[src/rtl/scan_test_pkg.sv]
package scan_test_pkg;

  typedef enum logic [1:0] {
    ST_IDLE,
    ST_SHIFT,
    ST_CAPT,
    ST_DONE
  } ctlState_t;

  // strobes from the sequencer to the compare/feed datapath
  typedef struct packed {
    logic feedPat;   // drive pattern bits into the chain
    logic cmpEn;     // compare the bit leaving the chain
    logic captExp;   // latch the expected response
    logic clrCount;  // clear the mismatch counter
  } ctlStrobe_t;

endpackage

[src/rtl/scan_cut.sv]
module scan_cut #(
  parameter int CHAIN_LEN = 8,
  parameter int PI_W      = 4,
  parameter bit FAULT_EN  = 1'b0,
  parameter int FAULT_BIT = 3,
  parameter bit FAULT_VAL = 1'b0
) (
  input  logic                 clk,
  input  logic                 rstN,
  input  logic                 scanEn,
  input  logic                 scanIn,
  input  logic [PI_W-1:0]      piVec,
  output logic                 scanOut
);

  logic [CHAIN_LEN-1:0] chainQ;
  logic [CHAIN_LEN-1:0] nxtRaw;
  logic [CHAIN_LEN-1:0] nxtNet;
  logic [CHAIN_LEN-1:0] stageD;

  for (genvar i = 0; i < CHAIN_LEN; i++) begin : g_stage
    localparam int PREV = (i + CHAIN_LEN - 1) % CHAIN_LEN;
    localparam int TAP  = (i + 2) % CHAIN_LEN;
    localparam int PIB  = i % PI_W;

    assign nxtRaw[i] = chainQ[PREV] ^ (chainQ[TAP] & piVec[PIB]);

    if (FAULT_EN && (i == FAULT_BIT)) begin : g_stuck
      assign nxtNet[i] = FAULT_VAL;
    end else begin : g_clean
      assign nxtNet[i] = nxtRaw[i];
    end

    if (i == 0) begin : g_head
      assign stageD[i] = scanEn ? scanIn : nxtNet[i];
    end else begin : g_body
      assign stageD[i] = scanEn ? chainQ[i-1] : nxtNet[i];
    end
  end

  always_ff @(posedge clk or negedge rstN) begin
    if (!rstN) chainQ <= '0;
    else       chainQ <= stageD;
  end

  assign scanOut = chainQ[CHAIN_LEN-1];

endmodule

[src/rtl/scan_ctl.sv]
module scan_ctl
  import scan_test_pkg::*;
#(
  parameter int CHAIN_LEN = 8,
  parameter int MAX_PAT   = 16,
  localparam int IDX_W    = (CHAIN_LEN > 1) ? $clog2(CHAIN_LEN) : 1,
  localparam int PAT_W    = $clog2(MAX_PAT + 1)
) (
  input  logic             clk,
  input  logic             rstN,
  input  logic             start,
  input  logic [PAT_W-1:0] patCount,
  output ctlStrobe_t       strobe,
  output logic             scanEn,
  output logic [IDX_W-1:0] bitIdx,
  output logic [PAT_W-1:0] patIdx,
  output logic             busy,
  output logic             done
);

  localparam logic [IDX_W-1:0] LAST_BIT = IDX_W'(CHAIN_LEN - 1);

  ctlState_t        state;
  logic             loadOn;
  logic             cmpOn;
  logic [PAT_W-1:0] patNext;
  logic             accept;

  assign patNext = patIdx + 1'b1;
  assign accept  = ((state == ST_IDLE) || (state == ST_DONE)) && start && (patCount != '0);

  always_ff @(posedge clk or negedge rstN) begin
    if (!rstN) begin
      state  <= ST_IDLE;
      bitIdx <= '0;
      patIdx <= '0;
      loadOn <= 1'b0;
      cmpOn  <= 1'b0;
    end else begin
      case (state)
        ST_IDLE, ST_DONE: begin
          if (accept) begin
            state  <= ST_SHIFT;
            bitIdx <= LAST_BIT;
            patIdx <= '0;
            loadOn <= 1'b1;
            cmpOn  <= 1'b0;
          end
        end
        ST_SHIFT: begin
          if (bitIdx == '0) state <= loadOn ? ST_CAPT : ST_DONE;
          else              bitIdx <= bitIdx - 1'b1;
        end
        ST_CAPT: begin
          state  <= ST_SHIFT;
          bitIdx <= LAST_BIT;
          patIdx <= patNext;
          loadOn <= (patNext != patCount);
          cmpOn  <= 1'b1;
        end
        default: state <= ST_IDLE;
      endcase
    end
  end

  always_comb begin
    strobe          = '0;
    strobe.feedPat  = (state == ST_SHIFT) && loadOn;
    strobe.cmpEn    = (state == ST_SHIFT) && cmpOn;
    strobe.captExp  = (state == ST_CAPT);
    strobe.clrCount = accept;
  end

  assign scanEn = (state == ST_SHIFT);
  assign busy   = (state == ST_SHIFT) || (state == ST_CAPT);
  assign done   = (state == ST_DONE);

endmodule

[src/rtl/scan_dp.sv]
module scan_dp
  import scan_test_pkg::*;
#(
  parameter int CHAIN_LEN = 8,
  parameter int MAX_PAT   = 16,
  localparam int IDX_W    = (CHAIN_LEN > 1) ? $clog2(CHAIN_LEN) : 1,
  localparam int CNT_W    = $clog2(CHAIN_LEN * MAX_PAT + 1)
) (
  input  logic                 clk,
  input  logic                 rstN,
  input  ctlStrobe_t           strobe,
  input  logic [IDX_W-1:0]     bitIdx,
  input  logic [CHAIN_LEN-1:0] patVec,
  input  logic [CHAIN_LEN-1:0] expVec,
  input  logic                 scanOut,
  output logic                 scanIn,
  output logic [CNT_W-1:0]     mismatchCount
);

  logic [CHAIN_LEN-1:0] expReg;
  logic                 miss;

  assign scanIn = strobe.feedPat ? patVec[bitIdx] : 1'b0;
  assign miss   = strobe.cmpEn && (scanOut != expReg[bitIdx]);

  always_ff @(posedge clk or negedge rstN) begin
    if (!rstN) begin
      expReg        <= '0;
      mismatchCount <= '0;
    end else begin
      if (strobe.captExp) expReg <= expVec;
      if (strobe.clrCount)
        mismatchCount <= '0;
      else if (miss && (mismatchCount != {CNT_W{1'b1}}))
        mismatchCount <= mismatchCount + 1'b1;
    end
  end

endmodule

[src/rtl/scan_test_top.sv]
module scan_test_top
  import scan_test_pkg::*;
#(
  parameter int CHAIN_LEN = 8,
  parameter int PI_W      = 4,
  parameter int MAX_PAT   = 16,
  parameter bit FAULT_EN  = 1'b0,
  parameter int FAULT_BIT = 3,
  parameter bit FAULT_VAL = 1'b0,
  localparam int IDX_W    = (CHAIN_LEN > 1) ? $clog2(CHAIN_LEN) : 1,
  localparam int PAT_W    = $clog2(MAX_PAT + 1),
  localparam int CNT_W    = $clog2(CHAIN_LEN * MAX_PAT + 1)
) (
  input  logic                 clk,
  input  logic                 rstN,
  input  logic                 start,
  input  logic [PAT_W-1:0]     patCount,
  input  logic [CHAIN_LEN-1:0] patVec,
  input  logic [CHAIN_LEN-1:0] expVec,
  input  logic [PI_W-1:0]      piVec,
  output logic [PAT_W-1:0]     patIdx,
  output logic                 scanEn,
  output logic                 scanIn,
  output logic                 scanOut,
  output logic                 busy,
  output logic                 done,
  output logic                 fail,
  output logic [CNT_W-1:0]     mismatchCount
);

  ctlStrobe_t       strobe;
  logic [IDX_W-1:0] bitIdx;

  scan_ctl #(.CHAIN_LEN(CHAIN_LEN), .MAX_PAT(MAX_PAT)) u_ctl (
    .clk(clk), .rstN(rstN), .start(start), .patCount(patCount),
    .strobe(strobe), .scanEn(scanEn), .bitIdx(bitIdx), .patIdx(patIdx),
    .busy(busy), .done(done)
  );

  scan_dp #(.CHAIN_LEN(CHAIN_LEN), .MAX_PAT(MAX_PAT)) u_dp (
    .clk(clk), .rstN(rstN), .strobe(strobe), .bitIdx(bitIdx),
    .patVec(patVec), .expVec(expVec), .scanOut(scanOut),
    .scanIn(scanIn), .mismatchCount(mismatchCount)
  );

  scan_cut #(
    .CHAIN_LEN(CHAIN_LEN), .PI_W(PI_W), .FAULT_EN(FAULT_EN),
    .FAULT_BIT(FAULT_BIT), .FAULT_VAL(FAULT_VAL)
  ) u_cut (
    .clk(clk), .rstN(rstN), .scanEn(scanEn), .scanIn(scanIn),
    .piVec(piVec), .scanOut(scanOut)
  );

  assign fail = done && (mismatchCount != '0);

endmodule

[config.mk]
export PLATFORM = sky130hd
export DESIGN_NAME = scan_test_top
export DESIGN_NICKNAME = d
export VERILOG_FILES = /design/src/rtl/scan_test_pkg.sv /design/src/rtl/scan_cut.sv /design/src/rtl/scan_ctl.sv /design/src/rtl/scan_dp.sv /design/src/rtl/scan_test_top.sv
export SDC_FILE = /design/constraint.sdc
export NUM_CORES = 1
export LEC_CHECK = 0
export BUFFER_PORTS_ARGS = -buffer_cell sky130_fd_sc_hd__buf_4
export CORE_MARGIN = 10
export CORE_UTILIZATION = 30
export CTS_BUF_LIST = sky130_fd_sc_hd__clkbuf_4 sky130_fd_sc_hd__clkbuf_8
export DETAILED_ROUTE_END_ITERATION = 10
export PLACE_DENSITY_LB_ADDON = 0.15
export SYNTH_ARGS = -nofsm -noshare
export SYNTH_HDL_FRONTEND = slang
export SYNTH_SLANG_ARGS = --single-unit
[constraint.sdc]
create_clock -name clk -period 3 [get_ports clk]
set_clock_uncertainty 0.15 [all_clocks]
set_input_delay 0 -clock clk [delete_from_list [all_inputs] [get_ports clk]]
set_output_delay 0 -clock clk [all_outputs]
set_load 0.01 [all_outputs]
==> results of run 1 <==
-- cell usage in the layout (no fill, tap or decap), types with 3 or more instances in the layout --
master / synthesis / routed
dfrtp_1: 36 / 36
mux2_2: 8 / 8
inv_1: 10 / 10
ha_1: 8 / 8
o21ai_1: 8 / 8
nor2b_1: 3 / 3
xnor2_1: 10 / 10
nand2_1: 22 / 22
nor2_1: 8 / 8
dlygate4sd3_1: 0 / 17
a21oi_1: 13 / 13
clkbuf_8: 0 / 6
buf_4: 0 / 46
and3_1: 4 / 4
xor2_1: 8 / 8
nand3_1: 6 / 6
-- critical path: stages, from the launching register on --
cell and delay [ns]:
dfrtp_1 0.45, ha_1 0.29, nand3_1 0.11, xor2_1 0.22, xor2_1 0.17, nand3_1 0.10
dlygate4sd3_1 0.58, o22a_1 0.16
-- routing by layer --
| metal | vias to the layer above | track usage, % | share of wire, % |
|---|---|---|---|
| met5 | - | 0 | 0 |
| met4 | 0 | 2.71 | 0.76 |
| met3 | 4 | 4.12 | 7.1 |
| met2 | 44 | 16.0 | 47 |
| met1 | 761 | 12.8 | 45 |
| li1 | 801 | - | - |
-- power by group --
part           switching, uW  internal, uW  leakage [uW]
Sequential               196           675      0.000445
Clock                    181           183     0.0000510
Combinational            413           523      0.000734
Total                    790          1380       0.00123
-- registers in the layout, summed over array words and instances (netlist names) --
| register | flops |
|---|---|
| u_dp.expReg | 8 |
| u_ctl.loadOn | 1 |
| u_dp.mismatchCount | 8 |
| u_ctl.patIdx | 5 |
| u_ctl.cmpOn | 1 |
| u_ctl.bitIdx | 3 |
| u_cut.chainQ | 8 |
| u_ctl.state | 2 |
-- metrics by stage --
step / hold slack [ns] / cells / cell area (sq um) / setup slack (ns)
floorplan: -0.446 / 189 / 2020 / 0.897
global placement: -0.155 / 307 / 2430 / 0.765
detailed placement: -0.149 / 307 / 2430 / 0.717
CTS: 0.0832 / 332 / 2700 / 0.662
global route: 0.122 / 332 / 2700 / 0.479
finish: 0.0617 / 332 / 2700 / 0.681
-- worst max path at each step --
stage,slack (ns),cells past startpoint,end,start
floorplan,0.90,6,u_dp.mismatchCount[7]$_DFFE_PN0P_,u_ctl.bitIdx[0]$_DFFE_PN0P_
global placement,0.77,5,u_dp.mismatchCount[7]$_DFFE_PN0P_,u_ctl.bitIdx[0]$_DFFE_PN0P_
detailed placement,0.72,7,u_dp.mismatchCount[7]$_DFFE_PN0P_,u_ctl.state[1]$_DFFE_PN0P_
CTS,0.66,7,u_ctl.loadOn$_DFFE_PN0P_,u_ctl.patIdx[0]$_DFFE_PN0P_
global route,0.48,7,u_dp.mismatchCount[5]$_DFFE_PN0P_,u_ctl.state[1]$_DFFE_PN0P_
finish,0.68,7,u_ctl.loadOn$_DFFE_PN0P_,u_ctl.patIdx[0]$_DFFE_PN0P_
-- area by class of cell --
type                            count  share of cell area, %
Clock buffer                        6                   3.06
Clock inverter                      2                  0.371
Inverter                           11                   2.04
Multi-Input combinational cell    137                   38.4
Sequential cell                    36                   33.4
Tap cell                           77                   3.57
Timing Repair Buffer               63                   19.1
-- logic make-up (layout without fill, tap and decap cells) --
family | Yosys count | in the layout | synth area share, %
flops | 36 | 36 | 44.7
compound gates | 40 | 40 | 12.5
simple gates | 54 | 54 | 13.2
xor+xnor | 18 | 18 | 7.82
mux | 17 | 17 | 12.9
buf+inv | 16 | 82 | 4.03
fa+ha+maj | 8 | 8 | 4.96
==> results.json, run 1 <==
{
  "run_status": "complete, no violations",
  "grt_setup_unrepaired": "no",
  "rows": 29,
  "timing.final.hold_violations": 0,
  "dieWidth_um": 102,
  "fp.coreArea_sq_um": 6420,
  "cap_viol_max_count": 0,
  "tmin_final_ns": 2.32,
  "antenna_violations_before_repair": 0,
  "cts_made_buffers": 5,
  "netlist_top_cells_area": "dfrtp_1, ha_1, mux2_2, xnor2_1, nand2_1",
  "detail_route.drc_violations": 0,
  "grt_overflow_total": 0,
  "groute.usage.overall_pct": 10.2,
  "gp_routability_congestion": 0.796,
  "finalCoreUtilization_pct": 42.0,
  "number_of_buffers_on_the_longest_clock_path": 2,
  "drv_slew": 0,
  "post_drt_via_cell_ratio": 4.85,
  "n_antenna_cell": 0,
  "routedWlPerCell_um": 15.0,
  "synth.top_cells.by_count": "dfrtp_1, nand2_1, a21oi_1, inv_1, xnor2_1",
  "postSynthAreaPerCell_sq_um": 10.7,
  "netlist_area_sq_um": 2020,
  "yosysWarningCount": 0,
  "cp.arrival_ns": 2.35,
  "synth_top_area_share_pct": 44.7,
  "path_max_fanout": 6,
  "worst_setup_hold_path_clk_slew_ns": 0.07,
  "cts_root_buffer": "clkbuf_8",
  "synth_largest_area_cell": "dfrtp_1",
  "die-height_um": 102,
  "peakVddDrop_mv": 0.346,
  "r2r_cells": 7,
  "vias_after_detailed_routing": 1610,
  "worstSkewPairLatency_ns": 0.29,
  "fillers": 628,
  "pin_count_of_the_biggest_net_entering_global_routing": 37,
  "final-seq-area_sq_um": 901,
  "initial_core_utilization_pct": 31.4,
  "route.antenna.remaining_nets": 0,
  "synth_enable_flop_cells": 0,
  "net_count_of_the_mapped_netlist": 225,
  "setup-tns-final_ns": 0,
  "cts-htree-levels": 2,
  "dr.first_iter.drc_count": 96,
  "grt_pass1_vias": 1704,
  "report.final.setup_viol": 0,
  "hold_path_class": "in2async",
  "multiInputGateArea_sq_um": 1030,
  "clock_sinks": 36,
  "detail_route.first_pass.iterations": 4,
  "min_period_over_period_pct": 77.3,
  "grt_pass1_wl_um": 8430,
  "synth-seq-area-share_pct": 44.7,
  "crit_path_end_kind": "flop",
  "cts.hold.buffers_added": 17,
  "crit_required_ns": 3.03,
  "hpwl_detailed_um": 3620,
  "cts_setup_buffers": 0,
  "postSynthRegisterBits": 36,
  "routed_wirelength_um": 4970,
  "io_count": 47,
  "max_slew.worst_pin.slew_ns": 0.501,
  "synth_flop_cell": "dfrtp_1",
  "io_buffer_count": 46,
  "cts-resized-gates": 0,
  "critical_path.reg2reg.startpoint": "u_ctl.patIdx[0]$_DFFE_PN0P_",
  "synth.lib_cells_used.distinct": 43,
  "yosys.cell_count.top_type": "dfrtp_1",
  "maxSlewHeadroom_pct": 66.6,
  "worst_setup_path_start_kind": "flop",
  "r2r-end": "u_ctl.loadOn$_DFFE_PN0P_",
  "final_net_count": 290,
  "synth_async_sr_flop_share_pct": 100,
  "dieArea_sq_um": 10400,
  "ff2ff_setup_slack_ns": 0.68,
  "netlist_instances": 189,
  "power_density_nw_per_um2": 806,
  "cts_tree": "yes",
  "setup.worst_path.class": "reg2reg",
  "drive_gt1_share_pct": 27.1,
  "layout-area-overhead-vs-synth_pct": 33.6,
  "leakage_uw": 0.00123,
  "post-layout-total-power_uw": 2170,
  "timing.fmax_mhz": 431
}
No activity file was read; power rests on OpenSTA's default activity.
==> run 2, diff against run 1 <==
==> constraint.sdc (replaced) <==
create_clock -name clk -period 1.94 [get_ports clk]
set_clock_uncertainty 0.15 [all_clocks]
set_input_delay 0 -clock clk [delete_from_list [all_inputs] [get_ports clk]]
set_output_delay 0 -clock clk [all_outputs]
set_load 0.01 [all_outputs]
==> run 2 against run 1 <==
  * The run now ends with negative setup slack left
  * Combinational power grew 87%
  * Largest cell class unchanged
  * Hold slack worse by 0.028 ns
  * Critical path type unchanged
  * Non-clock buffer count up 22
  * Critical path depth fell by 2
  * Sequential power grew 45%
  * Die area unchanged
==> results.json, run 2 (same netlist as run 1, synthesis figures left out) <==
{
  "detail_route.first_pass.iterations": 4,
  "power_density_nw_per_um2": 1240,
  "dieWidth_um": 102,
  "setup-tns-final_ns": -0.867,
  "max_slew.worst_pin.slew_ns": 0.467,
  "pin_count_of_the_biggest_net_entering_global_routing": 37,
  "reg.largest.list": "u_cut.chainQ: 8 flops, u_dp.expReg: 8 flops, u_dp.mismatchCount: 8 flops",
  "crit_path_top_delay_cell": "mux4_2",
  "cts_root_buffer": "clkbuf_8",
  "peakVddDrop_mv": 0.576,
  "crit_required_ns": 2.02,
  "most_common_cell_after_layout_fill_and_taps_aside": "buf_4",
  "leakage_uw": 0.00134,
  "vias_after_detailed_routing": 1696,
  "critical_path_start": "u_ctl.bitIdx[0]$_DFFE_PN0P_",
  "path_buf_inv": 0,
  "report.final.setup_viol": 9,
  "routed_wirelength_um": 5120,
  "worst_setup_hold_path_clk_slew_ns": 0.08,
  "worst_setup_path_start_kind": "flop",
  "die-height_um": 102,
  "groute.usage.overall_pct": 10.6,
  "timing.critical_path.max_delay_family": "multiplexers",
  "routedWlPerCell_um": 14.5,
  "cp.arrival_ns": 2.19,
  "cap_viol_max_count": 0,
  "detail_route.drc_violations": 0,
  "route.antenna.remaining_nets": 0,
  "drive_gt1_share_pct": 36.2,
  "timing.fmax_mhz": 473,
  "timing.final.hold_violations": 0,
  "maxSlewHeadroom_pct": 68.9,
  "drv_slew": 0,
  "antenna_violations_before_repair": 0,
  "r2r_cells": 5,
  "grt_pass1_vias": 1850,
  "number_of_buffers_on_the_longest_clock_path": 2,
  "grt_pass1_wl_um": 8830,
  "initial_core_utilization_pct": 31.4,
  "final_net_count": 312,
  "violations_in_the_final_reports": "negative setup slack",
  "cts-htree-levels": 2,
  "gp_routability_congestion": 0.810,
  "hold_path_class": "in2reg",
  "crit_path_end": "u_dp.mismatchCount[5]$_DFFE_PN0P_",
  "run_status": "complete, but fails checks",
  "hpwl_detailed_um": 3860,
  "crit_path_end_kind": "flop",
  "path_max_fanout": 3,
  "layout_common_cells": "buf_4, dfrtp_1, nand2_1, dlygate4sd3_1, inv_1",
  "cts_tree": "yes",
  "dr.first_iter.drc_count": 36,
  "hold_path.startpoint": "patCount[0]",
  "min_period_over_period_pct": 109,
  "io_count": 47,
  "setup.worst_path.class": "reg2reg",
  "clock_sinks": 36,
  "rows": 29,
  "setup_slack_ns": -0.173,
  "critical_path.max_stage_delay_ns": 0.51,
  "n_antenna_cell": 0,
  "dieArea_sq_um": 10400,
  "hold_ws_ns": 0.0337,
  "post_drt_via_cell_ratio": 4.80,
  "critical_path.reg2reg.startpoint": "u_ctl.bitIdx[0]$_DFFE_PN0P_",
  "ff2ff_setup_slack_ns": -0.17,
  "fp.coreArea_sq_um": 6420,
  "grt_setup_unrepaired": "yes",
  "worstPathCellList": "mux4_2 > mux2_4 > mux2i_4 > or3_1 > a21oi_2",
  "cts_made_buffers": 5,
  "critical_path_depth": 5,
  "grt_overflow_total": 0,
  "tmin_final_ns": 2.11,
  "io_buffer_count": 46,
  "layout-area-overhead-vs-synth_pct": 43.5,
  "r2r-end": "u_dp.mismatchCount[5]$_DFFE_PN0P_",
  "worstSkewPairLatency_ns": 0.29,
  "detailedPlace.worstSlack_ns": -0.166
}
[run 2: changes by cell type in the layout (fill, tap and decap cells not counted), sizes merged]
cell,before,now
clkbuf,6,7
buf,46,68
clkinv,2,0
[run 2: layout make-up]
| type | count | area, sq um |
|---|---|---|
| tap | 77 | 96.3 |
| clock buffer | 7 | 96.3 |
| inverter | 11 | 55.1 |
| multi-input combinational | 137 | 1060 |
| timing repair buffer | 85 | 684 |
| fill | 608 | 3530 |
| sequential | 36 | 901 |
[run 2: per-layer routing]
layer | track usage, % | part of all wire [%] | up-vias
met2 | 17.1 | 48 | 38
met1 | 12.8 | 44 | 817
met5 | 0 | 0 | -
met4 | 3.25 | 0.78 | 0
met3 | 4.12 | 6.8 | 4
li1 | - | - | 837
[run 2: what timing repair did]
action,CTS,global route
hold buffers,17,0
pin swaps,3,0
endpoints found under the hold margin,54,0
resized for setup,5,6
endpoints found under the setup margin,9,11
buffers inserted,1,0
[run 2: stage by stage]
stage          instances  utilization, %  cell area [sq um]  total power [uW]
3_3_place_gp         328            40.3               2590              2940
2_1_floorplan        189               -               2020              2310
3_5_place_dp         328            40.3               2590              2940
5_1_grt              353            45.1               2890              3880
4_1_cts              353            44.8               2880              3630
6_report             353            45.1               2890              3600
[run 2: worst min-delay path by stage]
stage                                             end  cells after the start  slack, ns
floorplan                 u_ctl.bitIdx[0]$_DFFE_PN0P_                      0      -0.45
global placement    u_dp.mismatchCount[1]$_DFFE_PN0P_                      1      -0.16
detailed placement  u_dp.mismatchCount[1]$_DFFE_PN0P_                      1      -0.15
CTS                          u_ctl.loadOn$_DFFE_PN0P_                      5       0.02
global route                 u_ctl.loadOn$_DFFE_PN0P_                      5       0.06
finish                       u_ctl.loadOn$_DFFE_PN0P_                      5       0.03
[run 2: worst reg2reg max path, stage by stage, from the launching register on]
cell	delay, ns
dfrtp_1	0.41
mux4_2	0.51
mux2_4	0.33
mux2i_4	0.20
or3_1	0.34
a21oi_2	0.12
[run 2: report_power, final]
group | total [uW] | switching [uW] | internal (uW)
Combinational | 1750 | 771 | 976
Clock | 593 | 276 | 317
Sequential | 1260 | 212 | 1040
==> run 3, diff against run 2 <==
--- a/config.mk
+++ b/config.mk
@@ -6,6 +6,8 @@
 export NUM_CORES = 1
 export LEC_CHECK = 0
 export BUFFER_PORTS_ARGS = -buffer_cell sky130_fd_sc_hd__buf_4
+export CELL_PAD_IN_SITES_DETAIL_PLACEMENT = 0
+export CELL_PAD_IN_SITES_GLOBAL_PLACEMENT = 1
 export CORE_MARGIN = 10
 export CORE_UTILIZATION = 30
 export CTS_BUF_LIST = sky130_fd_sc_hd__clkbuf_4 sky130_fd_sc_hd__clkbuf_8
==> constraint.sdc (replaced) <==
create_clock -name clk -period 2.2 [get_ports clk]
set_clock_uncertainty 0.15 [all_clocks]
set_input_delay 0 -clock clk [delete_from_list [all_inputs] [get_ports clk]]
set_output_delay 0 -clock clk [all_outputs]
set_load 0.01 [all_outputs]
==> run 3 against run 2 <==
  * Wire length shrank 1.9%
  * Core utilization shrank 1.4 points
  * Largest power group unchanged
  * Worst setup slack gained 0.28 ns
  * Critical path depth grew 2
  * First-iteration DRC count shrank 5.6%
  * The run now ends clean
==> results.json, run 3 (same netlist as run 1, synthesis figures left out) <==
{
  "post_drt_via_cell_ratio": 4.77,
  "post-layout-total-power_uw": 3040,
  "initial_core_utilization_pct": 31.4,
  "critical_path_start": "patCount[4]",
  "drv_slew": 0,
  "dieWidth_um": 102,
  "routed_wirelength_um": 5020,
  "io_buffer_count": 46,
  "cts_root_buffer": "clkbuf_8",
  "cap_viol_max_count": 0,
  "rows": 29,
  "detail_route.drc_violations": 0,
  "crit_path_top_delay_cell": "dlygate4sd3_1",
  "critical_path.max_stage_delay_ns": 0.58,
  "final_net_count": 301,
  "timing.fmax_mhz": 477,
  "layout_common_cells": "buf_4, dfrtp_1, nand2_1, dlygate4sd3_1, a21oi_1",
  "crit_path_end_kind": "flop",
  "r2r-end": "u_dp.mismatchCount[5]$_DFFE_PN0P_",
  "tmin_final_ns": 2.10,
  "cp.arrival_ns": 2.18,
  "min_period_over_period_pct": 95.3,
  "leakage_uw": 0.00129,
  "layout-area-overhead-vs-synth_pct": 39.0,
  "grt_overflow_total": 0,
  "grt_pass1_wl_um": 8580,
  "path_max_fanout": 3,
  "r2r_cells": 5,
  "setup-tns-final_ns": 0,
  "detail_route.first_pass.iterations": 4,
  "max_slew.worst_pin.slew_ns": 0.480,
  "ff2ff_setup_slack_ns": 0.10,
  "run_status": "complete, no violations",
  "groute.usage.overall_pct": 10.3,
  "grt_setup_unrepaired": "no",
  "routedWlPerCell_um": 14.7,
  "dieArea_sq_um": 10400,
  "reg.largest.list": "u_cut.chainQ: 8 flops, u_dp.expReg: 8 flops, u_dp.mismatchCount: 8 flops",
  "n_antenna_cell": 0,
  "number_of_buffers_on_the_longest_clock_path": 2,
  "io_count": 47,
  "pin_count_of_the_biggest_net_entering_global_routing": 37,
  "gp_routability_congestion": 0.725,
  "worstSkewPairLatency_ns": 0.29,
  "report.final.setup_viol": 0,
  "hpwl_detailed_um": 3820,
  "clock_sinks": 36,
  "maxSlewHeadroom_pct": 68.0,
  "critical_path.reg2reg.startpoint": "u_ctl.bitIdx[0]$_DFFE_PN0P_",
  "finalCoreUtilization_pct": 43.6,
  "worst_setup_path_start_kind": "input pin",
  "timing.final.hold_violations": 0,
  "hold_path_class": "in2reg",
  "cts-htree-levels": 2,
  "grt_pass1_vias": 1815,
  "most_common_cell_after_layout_fill_and_taps_aside": "buf_4",
  "drive_gt1_share_pct": 32.1,
  "cts_made_buffers": 5,
  "crit_required_ns": 2.28,
  "crit_path_end": "u_ctl.cmpOn$_DFFE_PN0P_",
  "fp.coreArea_sq_um": 6420,
  "vias_after_detailed_routing": 1633,
  "route.antenna.remaining_nets": 0,
  "power_density_nw_per_um2": 1090,
  "cts_tree": "yes",
  "hold_ws_ns": 0.0204,
  "die-height_um": 102,
  "setup.worst_path.class": "in2reg",
  "dr.first_iter.drc_count": 34,
  "antenna_violations_before_repair": 0,
  "peakVddDrop_mv": 0.426,
  "worst_setup_hold_path_clk_slew_ns": 0.07,
  "worstPathCellList": "dlygate4sd3_1 > buf_4 > or4_4 > o211ai_1 > dlygate4sd3_1 > nand2_1 > nand2_1"
}
[run 3: cell types whose count changed in the layout (fill, tap and decap cells not counted), sizes merged]
| cell | change |
|---|---|
| buf | -11 |
[run 3: timing repair]
| item | in CTS | in global routing |
|---|---|---|
| setup endpoints to repair | 0 | 8 |
| setup buffers | 0 | 2 |
| hold buffers | 17 | 0 |
| resized for setup | 0 | 6 |
| endpoints found under the hold margin | 54 | 0 |
[run 3: per-layer routing]
metal | vias to the layer above | GRT usage (%) | routed length [um]
met1 | 780 | 11.6 | 2170
met5 | - | 0 | 0
met2 | 24 | 18.2 | 2590
li1 | 821 | - | -
met4 | 0 | 3.90 | 72
met3 | 8 | 2.83 | 185
[run 3: worst min path at each step]
stage	endpoint	cells past startpoint	startpoint	slack, ns
4_1_cts	u_ctl.loadOn$_DFFE_PN0P_	5	patCount[0]	0.02
3_5_place_dp	u_ctl.patIdx[3]$_DFFE_PN0P_	1	rstN	-0.15
5_1_grt	u_ctl.loadOn$_DFFE_PN0P_	5	patCount[0]	0.05
2_1_floorplan	u_ctl.bitIdx[0]$_DFFE_PN0P_	0	rstN	-0.45
3_3_place_gp	u_ctl.patIdx[3]$_DFFE_PN0P_	1	rstN	-0.15
6_report	u_ctl.loadOn$_DFFE_PN0P_	5	patCount[0]	0.02
[run 3: final cells by class]
type	instances	area (sq um)
well taps	77	96.3
flip-flops and latches	36	902
multi-input cells	137	1050
inverters	11	55.1
clock buffers	7	96.3
fillers	610	3620
repair buffers	74	598
[run 3: worst max-delay path, delay by kind of cell]
kind	cells	cell delay (ns)
buf+inv	3	1.26
simple gates	3	0.65
compound gates	1	0.27
[run 3: where the power goes]
| group | internal, uW | switching [uW] |
|---|---|---|
| combinational | 777 | 619 |
| clock | 279 | 230 |
| sequential | 923 | 215 |
| total | 1980 | 1060 |
[run 3: per-stage QoR]
stage | worst slack (ns) | std cells | instance area [sq um]
floorplan | 0.0965 | 189 | 2020
global placement | 0.0917 | 316 | 2500
detailed placement | 0.0674 | 316 | 2500
CTS | 0.0162 | 340 | 2770
global route | 0.00714 | 342 | 2800
finish | 0.103 | 342 | 2800
